[config.mk]
export PLATFORM = sky130hd
export DESIGN_NAME = insn_sequencer
export DESIGN_NICKNAME = d
export VERILOG_FILES = /design/src/rtl/seq_pkg.sv /design/src/rtl/seq_phase_ctl.sv /design/src/rtl/seq_fetch.sv /design/src/rtl/seq_rf_port.sv /design/src/rtl/insn_sequencer.sv
export SDC_FILE = /design/constraint.sdc
export NUM_CORES = 1
export LEC_CHECK = 0
export ABC_AREA = 1
export BUFFER_PORTS_ARGS = -buffer_cell sky130_fd_sc_hd__clkbuf_2
export CAP_MARGIN = 10
export CORE_ASPECT_RATIO = 1.2
export CORE_MARGIN = 5
export CORE_UTILIZATION = 58
export CTS_BUF_LIST = sky130_fd_sc_hd__clkbuf_16
export DETAILED_ROUTE_END_ITERATION = 12
export GPL_ROUTABILITY_DRIVEN = 0
export PLACE_DENSITY_LB_ADDON = 0.08
export SLEW_MARGIN = 20
export SYNTH_ARGS = -nofsm -noshare
export SYNTH_HDL_FRONTEND = slang
export SYNTH_SLANG_ARGS = --single-unit
[constraint.sdc]
create_clock -name clk_i -period 4.5 [get_ports clk_i]
set_input_delay 0.225 -clock clk_i [delete_from_list [all_inputs] [get_ports clk_i]]
set_output_delay 0.225 -clock clk_i [all_outputs]
set_load 0.01 [all_outputs]
[src/rtl/seq_pkg.sv]
package seq_pkg;
  typedef enum logic [2:0] {
    PH_SRC  = 3'd0,
    PH_DST  = 3'd1,
    PH_EXE  = 3'd2,
    PH_WB   = 3'd3,
    PH_WAIT = 3'd4
  } phase_e;

  localparam int OP_MSB  = 31;
  localparam int OP_LSB  = 26;
  localparam int WR_BIT  = 25;
  localparam int CND_MSB = 24;
  localparam int CND_LSB = 21;

  // opcodes 0x3E / 0x3F share this prefix
  localparam logic [4:0] WAIT_OP_PFX = 5'b11111;

  function automatic logic cond_pass(input logic [3:0] cnd, input logic c, input logic z);
    return cnd[{c, z}];
  endfunction
endpackage

[src/rtl/seq_phase_ctl.sv]
module seq_phase_ctl
  import seq_pkg::*;
(
  input  logic   clk_i,
  input  logic   rst_ni,
  input  logic   exec_ok_i,
  input  logic   is_wait_i,
  input  logic   wait_done_i,
  output phase_e phase_o,
  output logic   boot_o,
  output logic   cond_q_o
);
  always_ff @(posedge clk_i or negedge rst_ni) begin
    if (!rst_ni) begin
      phase_o  <= PH_SRC;
      boot_o   <= 1'b1;
      cond_q_o <= 1'b0;
    end else begin
      unique case (phase_o)
        PH_SRC: phase_o <= PH_DST;
        PH_DST: phase_o <= PH_EXE;
        PH_EXE: begin
          cond_q_o <= exec_ok_i;
          phase_o  <= (exec_ok_i && is_wait_i) ? PH_WAIT : PH_WB;
        end
        PH_WAIT: if (wait_done_i) phase_o <= PH_WB;
        default: begin
          phase_o <= PH_SRC;
          boot_o  <= 1'b0;
        end
      endcase
    end
  end
endmodule

[src/rtl/seq_fetch.sv]
module seq_fetch
  import seq_pkg::*;
#(
  parameter int AW = 9,
  parameter int DW = 32
) (
  input  logic          clk_i,
  input  logic          rst_ni,
  input  phase_e        phase_i,
  input  logic [DW-1:0] rdata_i,
  output logic [AW-1:0] pc_o,
  output logic [DW-1:0] ir_o
);
  logic          pend_q;
  logic [DW-1:0] hold_q;

  // fetched word lands the cycle after phase 2; keep it across a stall
  always_ff @(posedge clk_i or negedge rst_ni) begin
    if (!rst_ni) begin
      pc_o   <= '0;
      pend_q <= 1'b0;
      hold_q <= '0;
      ir_o   <= '0;
    end else begin
      pend_q <= (phase_i == PH_EXE);
      if (pend_q) hold_q <= rdata_i;
      if (phase_i == PH_EXE) pc_o <= pc_o + 1'b1;
      if (phase_i == PH_WB) ir_o <= pend_q ? rdata_i : hold_q;
    end
  end
endmodule

[src/rtl/seq_rf_port.sv]
module seq_rf_port
  import seq_pkg::*;
#(
  parameter int AW = 9
) (
  input  phase_e        phase_i,
  input  logic          boot_i,
  input  logic [AW-1:0] src_i,
  input  logic [AW-1:0] dst_i,
  input  logic [AW-1:0] pc_i,
  input  logic          cond_ok_i,
  input  logic          cond_q_i,
  input  logic          wr_i,
  output logic [AW-1:0] addr_o,
  output logic          re_o,
  output logic          we_o,
  output logic          exec_o
);
  always_comb begin
    unique case (phase_i)
      PH_SRC:  addr_o = src_i;
      PH_EXE:  addr_o = pc_i;
      default: addr_o = dst_i;
    endcase
    re_o   = (((phase_i == PH_SRC) || (phase_i == PH_DST)) && !boot_i) || (phase_i == PH_EXE);
    we_o   = (phase_i == PH_WB) && !boot_i && wr_i && cond_q_i;
    exec_o = (phase_i == PH_EXE) && !boot_i && cond_ok_i;
  end
endmodule

[src/rtl/insn_sequencer.sv]
module insn_sequencer
  import seq_pkg::*;
#(
  parameter int AW = 9,
  parameter int DW = 32
) (
  input  logic          clk_i,
  input  logic          rst_ni,
  input  logic [DW-1:0] rf_rdata_i,
  input  logic          flag_c_i,
  input  logic          flag_z_i,
  input  logic          wait_done_i,
  output logic [2:0]    phase_o,
  output logic [AW-1:0] pc_o,
  output logic [AW-1:0] rf_addr_o,
  output logic          rf_re_o,
  output logic          rf_we_o,
  output logic          exec_en_o
);
  localparam int SRC_LSB = 0;
  localparam int DST_LSB = AW;
  localparam int GAP_LSB = 2 * AW;

  phase_e        phase;
  logic          boot, cond_q, is_wait, cond_ok;
  logic [DW-1:0] ir;
  logic          unused_ir;

  assign is_wait   = (ir[OP_MSB:OP_LSB+1] == WAIT_OP_PFX);
  assign cond_ok   = cond_pass(ir[CND_MSB:CND_LSB], flag_c_i, flag_z_i);
  assign phase_o   = phase;
  assign unused_ir = ^ir[CND_LSB-1:GAP_LSB] ^ ir[OP_LSB];

  seq_phase_ctl u_ctl (
    .clk_i       (clk_i),
    .rst_ni      (rst_ni),
    .exec_ok_i   (exec_en_o),
    .is_wait_i   (is_wait),
    .wait_done_i (wait_done_i),
    .phase_o     (phase),
    .boot_o      (boot),
    .cond_q_o    (cond_q)
  );

  seq_fetch #(.AW(AW), .DW(DW)) u_fetch (
    .clk_i   (clk_i),
    .rst_ni  (rst_ni),
    .phase_i (phase),
    .rdata_i (rf_rdata_i),
    .pc_o    (pc_o),
    .ir_o    (ir)
  );

  seq_rf_port #(.AW(AW)) u_port (
    .phase_i   (phase),
    .boot_i    (boot),
    .src_i     (ir[SRC_LSB+AW-1:SRC_LSB]),
    .dst_i     (ir[DST_LSB+AW-1:DST_LSB]),
    .pc_i      (pc_o),
    .cond_ok_i (cond_ok),
    .cond_q_i  (cond_q),
    .wr_i      (ir[WR_BIT]),
    .addr_o    (rf_addr_o),
    .re_o      (rf_re_o),
    .we_o      (rf_we_o),
    .exec_o    (exec_en_o)
  );
endmodule

After elaboration in Yosys (flattened, before gate mapping) --
Index checks and enable logic that the tools add are counted.
Word-level totals: register bits 79, bits of input ports 37
Operators by class: reductions and logical operators 12, add/sub/neg operators 1, multiplexer cells 7, $lt $le $gt $ge 1, equal/unequal tests 6
Operator list (count):
- 2-to-1 mux 32 bit | 1
- case mux 9 bit (2 select lines) | 1
- case mux 3 bit (4 select lines) | 1
- adder 9 x 1 -> 9 bit (second input constant) | 1
- logical AND 1 bit | 7
- equality test 3 x 2 -> 1 bit (second input constant) | 2
- 2-to-1 mux 3 bit | 2
- equality test 5 bit (second input constant) | 1
- OR reduction 4 bit | 1
- equality test 3 x 1 -> 1 bit (second input constant) | 1
- equality test 3 bit (second input constant) | 1
- zero test 3 bit | 1
- less-than comparator 2 x 3 -> 1 bit (second input constant) | 1
- binary-select mux 1 bit (select 2 bit) | 1
- logical OR 1 bit | 2
- inequality test 2 bit (second input constant) | 1
- zero test 1 bit | 1
- 2-to-1 mux 1 bit | 1

Logic depth before layout (Yosys ltp) --
Gate-level depths: netlist of the first run.
depth in word-level cells 6, gate-level depth with buffers 9, gate-level depth less buffers 9

Modules after synthesis --
Synthesis of the first run repeated with hierarchy kept, for this count alone.
Second synthesis, totals: cell total of the unflattened synthesis 427, area total of the unflattened synthesis 3569.7 um2
By module, submodules not included:
- seq_fetch | times used 1, cells an instance 333, seq. area each 1851.8 um2, area each 3025.4 um2
- seq_rf_port | times used 1, cells an instance 51, seq. area each 0.0 um2, area each 252.7 um2
- seq_phase_ctl | times used 1, cells an instance 27, seq. area each 126.4 um2, area each 227.7 um2
- insn_sequencer | times used 1, cells an instance 16, seq. area each 0.0 um2, area each 63.8 um2

Worst setup path before layout of the first run --
Ideal clock, no wire load.
kind reg-to-output, start register u_ctl.phase_o[0], end output port rf_addr_o[2], path buffers 0, setup slack 2.949 ns, stages on the path, launching flop included 6, data required time 4.275 ns, data arrival time 1.326 ns, path through dfrtp_1 inv_1 nand2_1 nor2_1 inv_1 o221ai_1
Between the ends: longest elaborated chain between the ends 2, elaborated cells on any way between the ends 3, classes of those cells eq/ne (1); mux (1); reduce/logical (1)
RTL lines:
- start: declaration | RTL line seq_phase_ctl.sv:9 | output phase_e phase_o,
- start signal: assignment | RTL line seq_phase_ctl.sv:24 | phase_o <= (exec_ok_i && is_wait_i) ? PH_WAIT : PH_WB;
- equality test 3 x 2 -> 1 bit or zero test 3 bit (tied branches) | RTL line seq_rf_port.sv:20 | unique case (phase_i)
- case mux 9 bit (2 select lines) * | RTL line seq_rf_port.sv:20
- end: declaration | RTL line insn_sequencer.sv:15 | output logic [AW-1:0] rf_addr_o,
Every way passes the cells marked *; elsewhere a longest branch is shown, timed or not.

Worst setup path in the final report of the first run --
Ends and elaborated chain as after synthesis.

==> PnR_summary.wiki, run 1 <==
{| class="wikitable"
! Metric !! Value
|-
| Initial antenna violation count || 0
|-
| Die Width || approximately 76 um
|-
| Max-slew headroom at the worst pin || about 53%
|-
| Total negative slack || 0 ns
|-
| Cell type contributing the most total cell area after synthesis || dfrtp_1
|-
| Setup CP Type || reg2out
|-
| Cells on Worst Hold Path || 2
|-
| Residual antenna-violating net count after detailed routing || 0
|-
| Total area of sequential cells || roughly 1800 um^2
|-
| Global-route wire length before repair || 10,010 um
|-
| Final worst path period need || around 2.2 ns
|-
| Worst hold start || rf_rdata_i[24]
|-
| Layout cell share with drive strength beyond 1 || 36.28%
|-
| CP required || 4.28 ns
|-
| Setup violation total in the final timing report || 0
|-
| Number of antenna repair diodes || 0
|-
| Synth Area in Simple Gates || 12.39%
|-
| TritonCTS clock tree || done
|-
| IO buf count || 56
|-
| Synth cell types || 25
|-
| Total wirelength of the detailed-routed design || 5908 um
|-
| Total global routing track utilization || around a fifth
|-
| Worst-Skew Late Latency || ~0.33 ns
|-
| Cell area after synthesis || between 3000 and 4000 um^2
|-
| Post-synthesis async set-or-reset flop share || 100.0%
|-
| Syn_area_per_cell || about 11 um^2
|-
| Area share of xor/xnor cells in the synthesized design || under 10%
|-
| Worst Hold Path EP || u_fetch.hold_q[24]$_DFF_PN0_
|-
| Relative area change from synthesis to final layout || 21.70%
|-
| CTS clock-pin slew for the worst setup and hold paths || approximately 0.060 ns
|-
| Share of cell area taken by muxes after synthesis || between 10% and 20%
|-
| Number of H-tree levels || 3
|-
| Signal arrival time at the worst endpoint || around 2 ns
|-
| Starting DRT DRC Count || 127
|-
| Number of gates resized after cts || 0
|-
| Overall die height || about 89 um
|-
| Register-to-register setup slack || between 2 and 2.5 ns
|-
| Max Root-Sink Buffers || 2
|-
| Final worst setup slack || about 2.3 ns
|-
| Synth warn || 0
|-
| R2R Path Start || u_ctl.phase_o[1]$_DFFE_PN0P_
|-
| Leftover overflow at the end of global routing || 0
|-
| Worst flop-to-flop path endpoint || u_fetch.ir_o[5]$_DFFE_PN0N_
|-
| Path depth of the worst reg2reg path || 4
|-
| Net count after synthesis || roughly 310
|-
| Area of the placeable core || just over 5000 um^2
|-
| Die Footprint || 6815 um^2
|-
| Final max-slew violation count || 0
|-
| Adder-cell area share of the yosys netlist || less than 1%
|-
| Final setup skew || around 0.0061 ns
|-
| Most numerous cell in the Yosys netlist || dfrtp_1
|-
| Launching element type of the critical path || register
|-
| Max-cap violations || 0
|-
| Outcome || finished, final reports clean
|-
| Slew at the pin closest to its max-slew limit || between 0.6 and 0.7 ns
|-
| Total clock buffers created by CTS || 9
|-
| Number of standard cells after synthesis || 271
|-
| Complex-gate fraction of the synthesized area || roughly 5.7%
|-
| Number of sinks handled by clock tree synthesis || 71
|-
| Peak supply drop || ~0.41 mV
|-
| Leading post-synthesis cells by instance count || dfrtp_1, nand2_1, mux2_2, inv_1, o21ai_0
|-
| Static power due to leakage || 1.812 nW
|-
| Nets || 372
|-
| Number of top-level pins || 61
|-
| Number of hold violations in the final report || 0
|-
| Type of the most critical hold path || in2reg
|-
| Biggest area contributors in the synthesized netlist || dfrtp_1, mux2_2, nand2_1, inv_1, o21ai_0
|-
| Count of state elements after synthesis || 71
|-
| Number of enable-type register cells in the synthesized netlist || 0
|-
| Total half-perimeter wirelength after legalization and detailed placement || between 4000 and 5000 um
|-
| Footprint of the multi-input gates || around 1100 um^2
|-
| Filler cell count || just under 400
|-
| Cell Pwr Density || 767.3 nW/um^2
|-
| Number of vias after detailed routing || ~2,100
|-
| CTS Root Buffer Type || clkbuf_16
|-
| Prevailing post-synth register cell || dfrtp_1
|-
| Pin count of the biggest net entering global routing || 48
|-
| Initial cell density of the core || 58.79%
|-
| Number of detailed-routing iterations run before antenna repair || 4
|-
| Top fanout value on the critical path || 8
|-
| Main combinational cell family by area after synthesis || multiplexers
|-
| Worst setup timing slack at the placement stage || 2.463 ns
|-
| Setup repair after global routing missed its margin || no
|-
| Highest clock rate || 447.6 MHz
|-
| Top cell type's share of synthesized area || 57.42%
|-
| Number of remaining DRC errors || 0
|-
| Via density || around 5.2
|-
| Sequential element share of the synthesized area || roughly 58%
|-
| Number of global-route vias before repair || around 2,100
|-
| Final routed wire length divided by cell count || 14.73 um
|-
| CP Capture Type || primary output
|-
| Final worst path period share || 49.65%
|-
| Site Rows || 29
|}
==> how the worst max path moves through the flow <==
stage / slack, ns / depth (start not counted) / from / to
after floorplan: 2.95 / 5 / u_ctl.phase_o[0]$_DFFE_PN0P_ / rf_addr_o[2]
after global placement: 2.48 / 4 / u_ctl.phase_o[1]$_DFFE_PN0P_ / u_fetch.ir_o[6]$_DFFE_PN0N_
after detailed placement: 2.46 / 4 / u_ctl.phase_o[1]$_DFFE_PN0P_ / u_fetch.ir_o[5]$_DFFE_PN0N_
after CTS: 2.24 / 6 / u_ctl.phase_o[2]$_DFFE_PN0P_ / rf_addr_o[2]
after global routing: 2.14 / 8 / u_ctl.phase_o[2]$_DFFE_PN0P_ / rf_re_o
final: 2.27 / 6 / u_ctl.phase_o[0]$_DFFE_PN0P_ / rf_addr_o[2]
==> power by group <==
part | internal [mW] | switching [mW] | leakage (nW) | total (mW)
clock network | 0.480 | 0.257 | 0.147 | 0.737
logic | 0.463 | 0.566 | 0.805 | 1.03
registers | 0.937 | 0.145 | 0.861 | 1.08
total | 1.88 | 0.969 | 1.81 | 2.85
==> final cells by class <==
class	count	area share, %
clock buffer	9	6.067
inverter	37	3.809
timing repair buffer	60	8.493
sequential	71	47.89
clock inverter	7	2.359
multi-input combinational	155	29.29
tap	62	2.090
==> cell families after synthesis <==
group	Yosys count
AOI/OAI and AO/OA	28
xor gates and xnor gates	7
buffers and inverters	45
muxes	41
adders and majority gates	1
and+or+nand+nor	78
DFF	71
==> state kept, by name, summed over array words and instances (netlist names) <==
register / count
u_ctl.cond_q_o: 1
u_fetch.pc_o: 9
u_ctl.boot_o: 1
u_fetch.pend_q: 1
u_fetch.ir_o: 28
u_ctl.phase_o: 3
u_fetch.hold_q: 28
==> placed cells by master, fill, tap and decap left out, drive strengths merged <==
| master | instances |
|---|---|
| mux2 | 41 |
| or2 | 1 |
| clkinv | 3 |
| dfrtp | 70 |
| dfstp | 1 |
| o21ai | 18 |
| clkbuf | 64 |
| nor2 | 6 |
| o221ai | 9 |
| nand2 | 52 |
| clkinvlp | 2 |
| buf | 4 |
| inv | 37 |
| nor4 | 1 |
| nand3 | 9 |
| ha | 1 |
| nand4 | 1 |
| a21oi | 1 |
| dlygate4sd3 | 1 |
| xor2 | 7 |
| nor3 | 8 |
| bufinv | 2 |
==> critical path: stages, from the launching register on <==
cell and delay [ns]:
dfrtp_1 0.44, inv_1 0.16, nand2_1 0.07, nor2_1 0.38, inv_1 0.22, o221ai_1 0.24, clkbuf_2 0.18
==> per-stage QoR <==
step	hold slack, ns	power, mW	cells	utilization, %	instance area, um^2
5_1_grt	0.1420	3.042	401	71.55	3712
3_5_place_dp	0.4471	2.122	384	65.28	3387
2_1_floorplan	-0.07059	1.822	271	-	3050
4_1_cts	0.09560	2.869	400	71.30	3700
3_3_place_gp	0.4518	2.083	384	65.28	3387
6_report	0.1429	2.849	401	71.55	3712
==> routing by layer <==
metal	routed length, um	GRT usage (%)	vias up
li1	-	-	1020
met1	2572	23.67	1024
met2	2916	30.53	47
met3	282	4.738	13
met4	137	11.29	0
met5	0	0	-
==> what timing repair did <==
action	in CTS	in global routing
hold buffers	0	1
setup buffers	0	0
endpoints found under the hold margin	0	45
No activity file was read; power rests on OpenSTA's default activity.
==> run 2, diff against run 1 <==
- ABC_AREA: 1 -> 0
- CORE_UTILIZATION: 58 -> 54
- clock period: 4.5 -> 2.2 ns (I/O delays scaled with it)
==> PnR_summary.wiki, run 2 <==
{| class="wikitable"
! Metric !! Value
|-
| Cell Pwr Density || roughly 1600 nW/um^2
|-
| Leftover overflow at the end of global routing || 0
|-
| Number of H-tree levels || 3
|-
| Sequential fraction of design power || between 30% and 40%
|-
| Top fanout value on the critical path || 29
|-
| Filler cell count || around 410
|-
| Registers with the highest flip-flop counts || u_fetch.hold_q x28, u_fetch.ir_o x28, u_fetch.pc_o x9
|-
| Part of the power in the clock network || between 20% and 30%
|-
| Biggest area contributors in the synthesized netlist || dfrtp_1, mux2_2, mux2_4, mux2i_1, xnor2_1
|-
| Final routed wire length divided by cell count || ~17 um
|-
| Net count after synthesis || ~260
|-
| Logic pwr share || about two fifths
|-
| Number of antenna repair diodes || 0
|-
| Launching element type of the critical path || register
|-
| Number of global-route vias before repair || 2,022
|-
| Cell type contributing the most total cell area after synthesis || dfrtp_1
|-
| Total clock buffers created by CTS || 9
|-
| Highest clock rate || 494.9 MHz
|-
| Post-synthesis async set-or-reset flop share || 100.0%
|-
| IO buf count || between 50 and 60
|-
| Via density || ~5.4
|-
| Prevailing post-synth register cell || dfrtp_1
|-
| Nets || around 320
|-
| Slew at the pin closest to its max-slew limit || ~0.67 ns
|-
| Max Root-Sink Buffers || 2
|-
| Number of sinks handled by clock tree synthesis || between 70 and 80
|-
| Register-to-register setup slack || 0.52 ns
|-
| Pin count of the biggest net entering global routing || 43
|-
| Layout cell share with drive strength beyond 1 || between 40% and 50%
|-
| CP Capture Type || primary output
|-
| Initial cell density of the core || between 50% and 60%
|-
| Number of detailed-routing iterations run before antenna repair || 4
|-
| Synth cell types || 32
|-
| Area of the placeable core || between 5000 and 6000 um^2
|-
| TritonCTS clock tree || done
|-
| Setup CP Type || reg2out
|-
| Number of hold violations in the final report || 0
|-
| Final worst path period share || a little over 90%
|-
| Top cell type's share of synthesized area || a little under three fifths
|-
| Relative area change from synthesis to final layout || 21.80%
|-
| Number of vias after detailed routing || 1,902
|-
| Sequential element share of the synthesized area || between 50% and 60%
|-
| Post-cts hold buffer count || 1
|-
| Residual antenna-violating net count after detailed routing || 0
|-
| Switching share of total power || a little under a third
|-
| Setup repair after global routing missed its margin || no
|-
| Leading post-synthesis cells by instance count || dfrtp_1, mux2_2, nor2_1, a21oi_1
|-
| Setup violation total in the final timing report || 0
|-
| Total global routing track utilization || between 10% and 20%
|-
| Outcome || finished, final reports clean
|-
| Total half-perimeter wirelength after legalization and detailed placement || 3802 um
|-
| Worst setup path startpoint || u_ctl.phase_o[0]$_DFFE_PN0P_
|-
| Final worst path period need || just over 2 ns
|-
| Most numerous cell in the Yosys netlist || dfrtp_1
|-
| Worst-Skew Late Latency || 0.32 ns
|-
| Number of gates resized after cts || 0
|-
| Number of enable-type register cells in the synthesized netlist || 0
|-
| Number of top-level pins || 61
|-
| Initial antenna violation count || 0
|-
| Internal power || around 4.2 mW
|-
| Final max-slew violation count || 0
|-
| Peak supply drop || 0.9688 mV
|-
| Final worst setup slack || between 0.15 and 0.2 ns
|-
| Syn_area_per_cell || roughly 14 um^2
|-
| Commonest cells after routing, fill and taps aside || dfrtp_1, clkbuf_2, mux2_2, nor2_1, a21oi_1
|-
| Number of standard cells after synthesis || between 200 and 250
|-
| Final setup skew || 0.004897 ns
|-
| Net switching power || about 1.9 mW
|-
| Cell area after synthesis || roughly 3100 um^2
|-
| Commonest non-fill, non-tap cell in the layout || dfrtp_1
|-
| Site Rows || 30
|-
| Max-cap violations || 0
|-
| Synth warn || 0
|-
| Global-route wire length before repair || slightly below 10,000 um
|-
| Signal arrival time at the worst endpoint || between 1.5 and 2 ns
|-
| Starting DRT DRC Count || 44
|-
| Max-slew headroom at the worst pin || around 55%
|-
| Count of state elements after synthesis || 71
|-
| Static power due to leakage || between 1.5 and 2 nW
|-
| Overall die height || 92.37 um
|-
| Die Width || between 70 and 80 um
|-
| CTS clock-pin slew for the worst setup and hold paths || approximately 0.060 ns
|-
| Die Footprint || roughly 7300 um^2
|-
| Worst hold start || rf_rdata_i[27]
|-
| Worst setup timing slack at the placement stage || 0.5207 ns
|-
| CTS Root Buffer Type || clkbuf_16
|-
| Type of the most critical hold path || in2reg
|-
| Number of remaining DRC errors || 0
|-
| Total wirelength of the detailed-routed design || 5774 um
|-
| R2R Path Start || u_ctl.phase_o[0]$_DFFE_PN0P_
|-
| Total negative slack || 0 ns
|-
| CP required || roughly 2.1 ns
|-
| Setup Fix Bufs, Post-CTS || 0
|}
## run 2: cells by family after synthesis
family | share of synthesized area [%]
muxes | 25.82
DFF | 58.24
and+or+nand+nor | 6.188
AOI/OAI and AO/OA | 4.345
xor gates and xnor gates | 2.295
buffers and inverters | 2.705
adders and majority gates | 0.4098
## run 2: power groups by stage
stage	Combinational [mW]	Sequential [mW]	Clock [mW]
after floorplan	1.80	2.21	0
after global placement	2.33	2.26	0
after detailed placement	2.38	2.28	0
after CTS	2.40	2.27	1.54
after global routing	2.58	2.36	1.60
final	2.35	2.27	1.51
## run 2: worst paths after layout
path / endpoint / cells after the start
max: rf_we_o / 4
min: u_fetch.hold_q[27]$_DFF_PN0_ / 2
max reg2reg: u_fetch.ir_o[12]$_DFFE_PN0N_ / 3
min reg2reg: u_fetch.hold_q[4]$_DFF_PN0_ / 1
max in group asynchronous: u_fetch.pend_q$_DFF_PN0_ / 3
min in group asynchronous: u_fetch.hold_q[24]$_DFF_PN0_ / 2
## run 2: layer usage
metal / share of wire (%) / global-route usage, %
met1: 43 / 21.72
met2: 49 / 28.68
met3: 5.6 / 4.377
met4: 2.1 / 8.601
met5: 0 / 0
## run 2: layout make-up
class,count,area (um^2),share of cell area (%)
clock buffers,9,225.2,6.057
clock inverters,7,87.58,2.355
inverters,2,7.507,0.2019
multi-input cells,133,1192,32.07
flip-flops and latches,71,1778,47.81
well taps,64,80.08,2.153
repair buffers,63,347.8,9.354
## run 2: worst max-delay path, cell delays in order (launching register included)
cell	delay [ns]
dfrtp_1	0.51
inv_2	0.08
or3_4	0.59
nor3_1	0.24
clkbuf_2	0.16
## run 2: per-stage QoR
step / util, % / std cells / power [mW] / cell area [um^2] / hold slack (ns)
after floorplan: - / 218 / 4.008 / 3053 / -0.1856
after global placement: 60.72 / 332 / 4.597 / 3396 / 0.1951
after detailed placement: 60.72 / 332 / 4.659 / 3396 / 0.1853
after CTS: 66.49 / 349 / 6.209 / 3719 / 0.02468
after global routing: 66.49 / 349 / 6.549 / 3719 / 0.03231
final: 66.49 / 349 / 6.124 / 3719 / 0.03135
==> run 3, diff against run 2 <==
==> constraint.sdc (replaced) <==
create_clock -name clk_i -period 2.2 [get_ports clk_i]
set_input_delay 0.44 -clock clk_i [delete_from_list [all_inputs] [get_ports clk_i]]
set_output_delay 0.44 -clock clk_i [all_outputs]
set_load 0.01 [all_outputs]
==> PnR_summary.wiki, run 3 (synthesis gave the netlist of run 2 again) <==
{| class="wikitable"
! Metric !! Value
|-
| Top fanout value on the critical path || 9
|-
| Worst-Skew Late Latency || about 0.32 ns
|-
| Commonest non-fill, non-tap cell in the layout || dfrtp_1
|-
| Number of H-tree levels || 3
|-
| Final worst path period share || 94.17%
|-
| Site Rows || 30
|-
| Setup Fix Bufs, Post-CTS || 0
|-
| Number of hold violations in the final report || 0
|-
| Setup violation total in the final timing report || 0
|-
| CP Capture Type || primary output
|-
| Die Width || approximately 79 um
|-
| Number of top-level pins || 61
|-
| TritonCTS clock tree || done
|-
| Final setup skew || approximately 0.0031 ns
|-
| Static power due to leakage || around 1.8 nW
|-
| Core Util, Final || about two thirds
|-
| Highest clock rate || approximately 480 MHz
|-
| Total half-perimeter wirelength after legalization and detailed placement || approximately 3800 um
|-
| IO buf count || 56
|-
| CTS Root Buffer Type || clkbuf_16
|-
| Initial cell density of the core || between 50 and 60%
|-
| Number of vias after detailed routing || 1,893
|-
| Register-to-register setup slack || between 0.4 and 0.5 ns
|-
| Final worst path period need || about 2.1 ns
|-
| Final max-slew violation count || 0
|-
| Total global routing track utilization || 17.08%
|-
| Relative area change from synthesis to final layout || 21.97%
|-
| Max-slew headroom at the worst pin || 70.84%
|-
| Number of global-route vias before repair || around 2,000
|-
| Number of sinks handled by clock tree synthesis || 71
|-
| Registers with the highest flip-flop counts || u_fetch.hold_q x28, u_fetch.ir_o x28, u_fetch.pc_o x9
|-
| Max Root-Sink Buffers || 2
|-
| Starting DRT DRC Count || between 60 and 70
|-
| Max-cap violations || 0
|-
| Number of gates resized after cts || 0
|-
| Launching element type of the critical path || register
|-
| Layout cell share with drive strength beyond 1 || 50.00%
|-
| Pin count of the biggest net entering global routing || 72
|-
| Cell Pwr Density || roughly 1600 nW/um^2
|-
| Nets || roughly 320
|-
| Total wirelength of the detailed-routed design || ~5600 um
|-
| Area of the placeable core || around 5600 um^2
|-
| Slew at the pin closest to its max-slew limit || between 0.4 and 0.5 ns
|-
| Final standard cell area without fillers || roughly 3700 um^2
|-
| Overall die height || 92.37 um
|-
| Signal arrival time at the worst endpoint || approximately 1.6 ns
|-
| Type of the most critical hold path || in2async
|-
| Setup CP Type || reg2out
|-
| Initial antenna violation count || 0
|-
| Number of antenna repair diodes || 0
|-
| Number of remaining DRC errors || 0
|-
| Post-cts hold buffer count || 0
|-
| CP required || ~1.8 ns
|-
| Peak supply drop || around 0.74 mV
|-
| Residual antenna-violating net count after detailed routing || 0
|-
| Total clock buffers created by CTS || 9
|-
| Leftover overflow at the end of global routing || 0
|-
| Final routed wire length divided by cell count || between 15 and 20 um
|-
| Commonest cells after routing, fill and taps aside || dfrtp_1, clkbuf_2, mux2_2, nor2_1, a21oi_1
|-
| CTS clock-pin slew for the worst setup and hold paths || roughly 0.050 ns
|-
| Outcome || finished, final reports clean
|-
| Number of detailed-routing iterations run before antenna repair || 4
|-
| Total negative slack || 0 ns
|-
| Setup repair after global routing missed its margin || no
|-
| Global-route wire length before repair || 9625 um
|-
| Post-detailed-placement cell area || between 3000 and 4000 um^2
|-
| Via density || about 5.4
|-
| Die Footprint || between 7000 and 8000 um^2
|}
-- run 3: path summary, 6_finish.rpt --
kind | cells after the start | endpoint | startpoint
min | 2 | u_fetch.ir_o[24]$_DFFE_PN0N_ | rst_ni
max | 4 | rf_we_o | u_ctl.phase_o[0]$_DFFE_PN0P_
max reg2reg | 4 | u_fetch.ir_o[12]$_DFFE_PN0N_ | u_ctl.phase_o[0]$_DFFE_PN0P_
min reg2reg | 1 | u_fetch.hold_q[28]$_DFF_PN0_ | u_fetch.hold_q[28]$_DFF_PN0_
min in group clk_i | 2 | u_fetch.hold_q[1]$_DFF_PN0_ | rf_rdata_i[1]
max in group asynchronous | 2 | u_ctl.boot_o$_DFFE_PN1N_ | rst_ni
-- run 3: per-stage QoR --
step / total power [mW] / worst slack (ns) / hold slack (ns) / cells
floorplan: 4.008 / 0.2039 / 0.1444 / 218
global placement: 4.631 / 0.4542 / 0.4783 / 334
detailed placement: 4.693 / 0.4485 / 0.4855 / 334
CTS: 6.214 / 0.1014 / 0.1444 / 350
global route: 6.547 / 0.01601 / 0.1597 / 350
finish: 6.133 / 0.1282 / 0.1290 / 350
-- run 3: power by group --
group	switching (mW)	internal, mW
Sequential	0.332	1.94
Clock	0.517	0.981
Combinational	1.08	1.28
Total	1.93	4.20
-- run 3: worst max-delay path: stages, from the launching register on --
cell      delay (ns)
dfrtp_1         0.51
inv_2           0.08
or3_4           0.37
nor3_1          0.19
clkbuf_2        0.17
-- run 3: area by class of cell --
| cell class | instances | area (um^2) |
|---|---|---|
| clock buffer | 9 | 225.2 |
| clock inverter | 7 | 87.58 |
| fill | 428 | 1869 |
| inverter | 2 | 7.507 |
| multi-input combinational | 133 | 1192 |
| sequential | 71 | 1778 |
| tap | 64 | 80.08 |
| timing repair buffer | 64 | 352.8 |
-- run 3: metal layers --
layer / track usage (%) / vias up / routed length, um / share of wire (%)
met1: 21.31 / 929 / 2376 / 42
met3: 4.475 / 10 / 286 / 5.1
met2: 27.69 / 50 / 2825 / 50
li1: - / 904 / - / -
met4: 7.872 / 0 / 127 / 2.3
met5: 0 / - / 0 / 0
